<file path="src/rtl/trig_hold_pkg.sv">
package trig_hold_pkg;
    localparam int SEL_W   = 3;
    localparam int NUM_SRC = 5;
    localparam int HOLD_W  = 20;

    // Select codes; the code value minus one is the source vector index.
    typedef enum logic [SEL_W-1:0] {
        SEL_OFF      = 3'd0,
        SEL_SW       = 3'd1,
        SEL_PIN_IN   = 3'd2,
        SEL_PIN_OUT  = 3'd3,
        SEL_ADC      = 3'd4,
        SEL_LA       = 3'd5
    } trig_sel_e;
endpackage

</file>
<file path="src/rtl/trig_src_mux.sv">
module trig_src_mux #(
    parameter int NUM_SRC = 5,
    parameter int SEL_W   = 3
) (
    input  logic [SEL_W-1:0]   sel,
    input  logic [NUM_SRC-1:0] src_vec,
    output logic               level
);
    logic [NUM_SRC-1:0] hit;

    // Code 0 and any code past NUM_SRC match no lane, so the level is 0.
    for (genvar i = 0; i < NUM_SRC; i++) begin : g_lane
        assign hit[i] = (sel == SEL_W'(i + 1)) & src_vec[i];
    end

    assign level = |hit;
endmodule

</file>
<file path="src/rtl/trig_hold_timer.sv">
module trig_hold_timer #(
    parameter int CNT_W = 20
) (
    input  logic             clk,
    input  logic             rst_n,
    input  logic             load,
    input  logic [CNT_W-1:0] period,
    output logic             open
);
    typedef struct packed {
        logic [CNT_W-1:0] cnt;
    } tmr_t;

    tmr_t tmr_d, tmr_q;

    always_comb begin
        tmr_d = tmr_q;
        if (load) begin
            tmr_d.cnt = period;
        end else if (tmr_q.cnt != '0) begin
            tmr_d.cnt = tmr_q.cnt - CNT_W'(1);
        end
    end

    always_ff @(posedge clk or negedge rst_n) begin
        if (!rst_n) begin
            tmr_q <= '0;
        end else begin
            tmr_q <= tmr_d;
        end
    end

    // A count of one still lets the next edge change the pin, so two
    // changes are exactly `period` cycles apart.
    assign open = (tmr_q.cnt <= CNT_W'(1));
endmodule

</file>
<file path="src/rtl/trig_out_hold.sv">
module trig_out_hold
    import trig_hold_pkg::*;
(
    input  logic              clk,
    input  logic              rst_n,
    input  logic [SEL_W-1:0]  src_sel,
    input  logic              sw_trig,
    input  logic              pin_trig_in,
    input  logic              pin_trig_out,
    input  logic              adc_trig,
    input  logic              la_trig,
    input  logic [HOLD_W-1:0] hold_cycles,
    output logic              trig_pin
);
    typedef struct packed {
        logic pin;
    } out_t;

    out_t out_d, out_q;

    logic [NUM_SRC-1:0] src_vec;
    logic               src_level;
    logic               hold_open;
    logic               take;

    // Lane order follows the select codes: lane i is code i+1.
    assign src_vec = {la_trig, adc_trig, pin_trig_out, pin_trig_in, sw_trig};

    trig_src_mux #(
        .NUM_SRC (NUM_SRC),
        .SEL_W   (SEL_W)
    ) u_mux (
        .sel     (src_sel),
        .src_vec (src_vec),
        .level   (src_level)
    );

    trig_hold_timer #(
        .CNT_W  (HOLD_W)
    ) u_timer (
        .clk    (clk),
        .rst_n  (rst_n),
        .load   (take),
        .period (hold_cycles),
        .open   (hold_open)
    );

    always_comb begin
        out_d = out_q;
        take  = hold_open && (src_level != out_q.pin);
        if (take) begin
            out_d.pin = src_level;
        end
    end

    always_ff @(posedge clk or negedge rst_n) begin
        if (!rst_n) begin
            out_q <= '0;
        end else begin
            out_q <= out_d;
        end
    end

    assign trig_pin = out_q.pin;
endmodule

</file>
<file path="config.mk">
export PLATFORM = sky130hd
export DESIGN_NAME = trig_out_hold
export DESIGN_NICKNAME = d
export VERILOG_FILES = /design/src/rtl/trig_hold_pkg.sv /design/src/rtl/trig_src_mux.sv /design/src/rtl/trig_hold_timer.sv /design/src/rtl/trig_out_hold.sv
export SDC_FILE = /design/constraint.sdc
export NUM_CORES = 1
export LEC_CHECK = 0
export ABC_AREA = 1
export BUFFER_PORTS_ARGS = -buffer_cell sky130_fd_sc_hd__buf_4
export CORE_ASPECT_RATIO = 1.2
export CORE_MARGIN = 5
export CORE_UTILIZATION = 45
export DETAILED_ROUTE_END_ITERATION = 10
export HOLD_SLACK_MARGIN = 0.03
export PLACE_DENSITY = 0.69
export SETUP_SLACK_MARGIN = 0.15
export SLEW_MARGIN = 20
export SYNTH_ARGS = -nofsm -noshare
export SYNTH_HDL_FRONTEND = slang
export SYNTH_SLANG_ARGS = --single-unit
export TNS_END_PERCENT = 100
</file>
<file path="constraint.sdc">
create_clock -name clk -period 1.8 [get_ports clk]
set_input_delay 0.09 -clock clk [delete_from_list [all_inputs] [get_ports clk]]
set_output_delay 0.09 -clock clk [all_outputs]
set_load 0.02 [all_outputs]
</file>
==> results by group <==
Synthesis
  – Post-Synth Simple-Gate Area: 42.14%
  – Syn avg cell area: 7.703 um^2
  – Post-synthesis mux area share: 0.5988%
  – Largest area contributor in the netlist: dfrtp_1
  – Post-Syn Instances: approximately 220
  – Synth unique cells: 32
  – Number of synthesized register bits: 21
  – Compound-cell area share of the yosys netlist: under 10%
  – Largest family of logic cells by synthesized area: simple AND/OR/NAND/NOR gates
  – Synth top area cells: dfrtp_1, nand2_1, nor2_1
  – Xor-xnor portion of the synthesized cell area: under 10%
  – Net count after synthesis: 249
  – Adder-cell share of the synthesized area: between 1 and 1.5%
  – Top cell type's share of synthesized area: a little under a third
  – Synth Warn #: 0
  – Sequential area share after synthesis: 31.44%
  – Cell Area, Synth: around 0.0017 mm^2

GRT
  – Initial antenna violation count: 0
  – First-pass GRT wire length: a little over 6000 um
  – Largest net degree at the start of global routing: 22
  – GRT Total Usage: ~15%
  – Congestion Overflow GR: 0
  – Vias in the first global route: 1,448

Die
  – Full die area: ~0.0050 mm^2
  – Row count: 24
  – Initial Utilization: between 40% and 50%
  – Total I/O pin count: 31
  – Die W: roughly 66 um
  – Die height: between 70 and 80 um
  – Core box area: 0.003603 mm^2

Place
  – Post-DP HPWL: 2794 um
  – PortBufs: 30
  – Post-Place Cells: roughly 290
  – Global placement routability congestion: approximately 0.80
  – Placed Area: slightly below 0.002 mm^2

Route
  – Detailed Routing Iterations Pass 1: 4
  – Wirelength per Cell: 11.74 um
  – WL final: ~3600 um
  – Routed Antenna Nets: 0
  – Vias/cell: 4.813
  – # DRC: 0
  – DR iter-0 viols: 39
  – Via count: ~1.5k

Clock tree
  – Total CTS buffers: 3
  – Skew-Pair Late Insertion Delay: 260 ps
  – Num Clock Sinks: 21
  – H-tree Lvls: 1
  – Root Buffer: clkbuf_8
  – Clock Pin Slew Worst Setup and Hold Paths: roughly 80 ps
  – Clk buf depth: 2
  – CTS tree: yes

Setup path
  – CP delay by family, top: simple AND/OR/NAND/NOR gates
  – Critical Path End Type: flop
  – Most frequent CP cell: nor2_2
  – CP peak stage delay: about 400 ps
  – CP Data Arrival Time: 1780 ps
  – Worst path cell trace: inv_2 -> ha_4 -> nand2_4 -> nor2_4 -> nand4_2 -> nor2_2 -> nand2_2 -> buf_6 -> o21ai_2 -> nor2_2
  – Critical Path Fanout Max: 8
  – CP Launch Type: flop
  – Req. time, crit path: 1960 ps
  – Crit path max-delay cell type: dfrtp_1
  – Crit path kind: reg -> reg
  – Buf/Inv on CP: 2

Power
  – Clock Power Share: a little over a third
  – Lkg Pwr: about 1.0 nW
  – Pint: between 0.6 and 0.7 mW
  – Max VDD drop: about 0.29 mV
  – Sw frac: about 23%
  – Reg power frac: between 50 and 60%
  – Power Density: 407.9 mW/mm^2
  – Switching power total: around 0.2 mW
  – Gate power share: about a tenth

Finish
  – Antenna diodes: 0
  – Non-Filler Instances: roughly 300
  – Final #Nets: 298
  – Final instance area: 0.002146 mm^2
  – Layout area overhead: 28.37%
  – Layout cell share with drive strength beyond 1: a little over two fifths
  – Fill count: 335

STA
  – Slew @ Worst Pin: 299.2 ps
  – Final hold viol count: 0
  – Max Clk Rate: around 620 MHz
  – Final period utilization: about nine tenths
  – Final setup TNS: 0 ps
  – # setup viols final: 0
  – RSZ-0062 raised after global routing: yes
  – Fin crit period: 1624 ps
  – Clock Skew: around 2.6 ps
  – Slew Viols, Final: 0
  – Max_slew headroom: 79.90%

Flow run
  – Max Cap Viol: 0

Worst hold path
  – Hold Path Class: in -> reg

Run status
  – Status: finished, final reports clean
-- final timing paths --
path	cells past startpoint	endpoint	from	slack (ps)
min in group asynchronous	2	u_timer.tmr_q[17]	rst_n	240
worst max register to register	10	u_timer.tmr_q[8]	u_timer.tmr_q[1]	180
worst max-delay path	10	u_timer.tmr_q[8]	u_timer.tmr_q[1]	180
worst min register to register	2	u_timer.tmr_q[1]	u_timer.tmr_q[1]	530
max in group asynchronous	2	u_timer.tmr_q[8]	rst_n	1320
worst min-delay path	3	u_timer.tmr_q[15]	hold_cycles[15]	50
-- sequential cells by signal, summed over array words and instances (netlist names) --
name / flops
trig_pin: 1
u_timer.tmr_q: 20
-- synth_stat cells, drive strengths merged --
cell     n
nor2    63
nand3   14
or2      2
dfrtp   21
a21boi   1
buf      3
xor2    12
clkinv   2
o21ai   17
xnor2    3
nand3b   2
o211ai   1
a21oi    2
nand2   48
mux2i    1
nand4    2
inv     19
nor3     2
ha       2
-- worst min-delay path, delay by kind of cell --
| kind | cells | cell delay (ps) |
|---|---|---|
| simple gates | 2 | 110 |
| buf+inv | 1 | 80 |
-- logic make-up (layout without fill, tap and decap cells) --
logic type | after synthesis | in the layout
fa+ha+maj | 2 | 2
compound gates | 21 | 21
flops | 21 | 21
mux | 1 | 1
xor+xnor | 15 | 15
simple gates | 133 | 134
buf+inv | 24 | 71
-- power groups by stage --
stage	combinational, mW	sequential, mW	clock (mW)
finish	0.0874	0.471	0.317
global route	0.0981	0.471	0.348
detailed placement	0.0852	0.481	0
floorplan	0.0214	0.481	0
global placement	0.0850	0.481	0
CTS	0.0884	0.471	0.331
-- through the flow --
step	power (mW)	utilization, %	setup slack [ps]	hold WS [ps]
global route	0.9170	59.55	81.71	58.78
finish	0.8754	59.55	175.8	52.54
global placement	0.5656	54.13	70.46	-7.768
CTS	0.8906	57.05	167.1	51.75
floorplan	0.5023	-	163.8	-205.6
detailed placement	0.5659	54.13	27.36	-6.228
-- routing by layer --
metal / wire (um) / vias to the layer above / GRT usage, %
li1: - / 777 / -
met1: 1547 / 651 / 18.84
met2: 1802 / 31 / 27.08
met3: 160 / 4 / 2.047
met4: 58 / 0 / 5.602
met5: 0 / - / 0
-- area by class of cell --
class | count | area [um^2] | area share, %
Clock buffer | 3 | 41.29 | 1.924
Clock inverter | 1 | 5.005 | 0.2332
Inverter | 21 | 85.08 | 3.965
Multi-Input combinational cell | 173 | 1075 | 50.09
Sequential cell | 21 | 528.0 | 24.61
Tap cell | 39 | 48.80 | 2.274
Timing Repair Buffer | 46 | 362.8 | 16.91
-- placed cells by master (no fill, tap or decap) --
cell	netlist	layout
ha_4	0	1
nor2_1	40	38
nand3b_4	1	1
dlygate4sd3_1	0	1
clkbuf_8	0	3
xnor2_1	3	3
nor3_4	1	1
o211ai_1	1	1
xor2_1	12	12
dfrtp_1	21	19
o21ai_0	8	3
buf_6	2	4
clkinv_2	2	2
nor3_1	1	1
nor2_2	17	17
a21oi_1	1	1
inv_1	16	14
inv_2	3	5
nand2_2	3	4
nand3b_1	1	1
nand4_1	1	1
clkinv_4	0	1
o21ai_2	8	13
or2_2	2	2
dfrtp_2	0	2
mux2i_1	1	1
nand3_1	13	13
nand4_2	1	1
o21ai_1	1	1
a21boi_0	1	1
nor2_4	6	8
ha_1	2	1
nand3_2	1	1
buf_4	0	41
nand2_1	40	40
a21oi_4	1	1
nand2_4	5	5
-- what timing repair did --
item	CTS	global route
hold endpoints to repair	21	0
hold buffers	1	0
cloned	1	0
setup buffers	3	6
pin swaps	3	7
endpoints found under the setup margin	18	19
gates resized for setup	6	18
(Power assumes the default switching activity.)
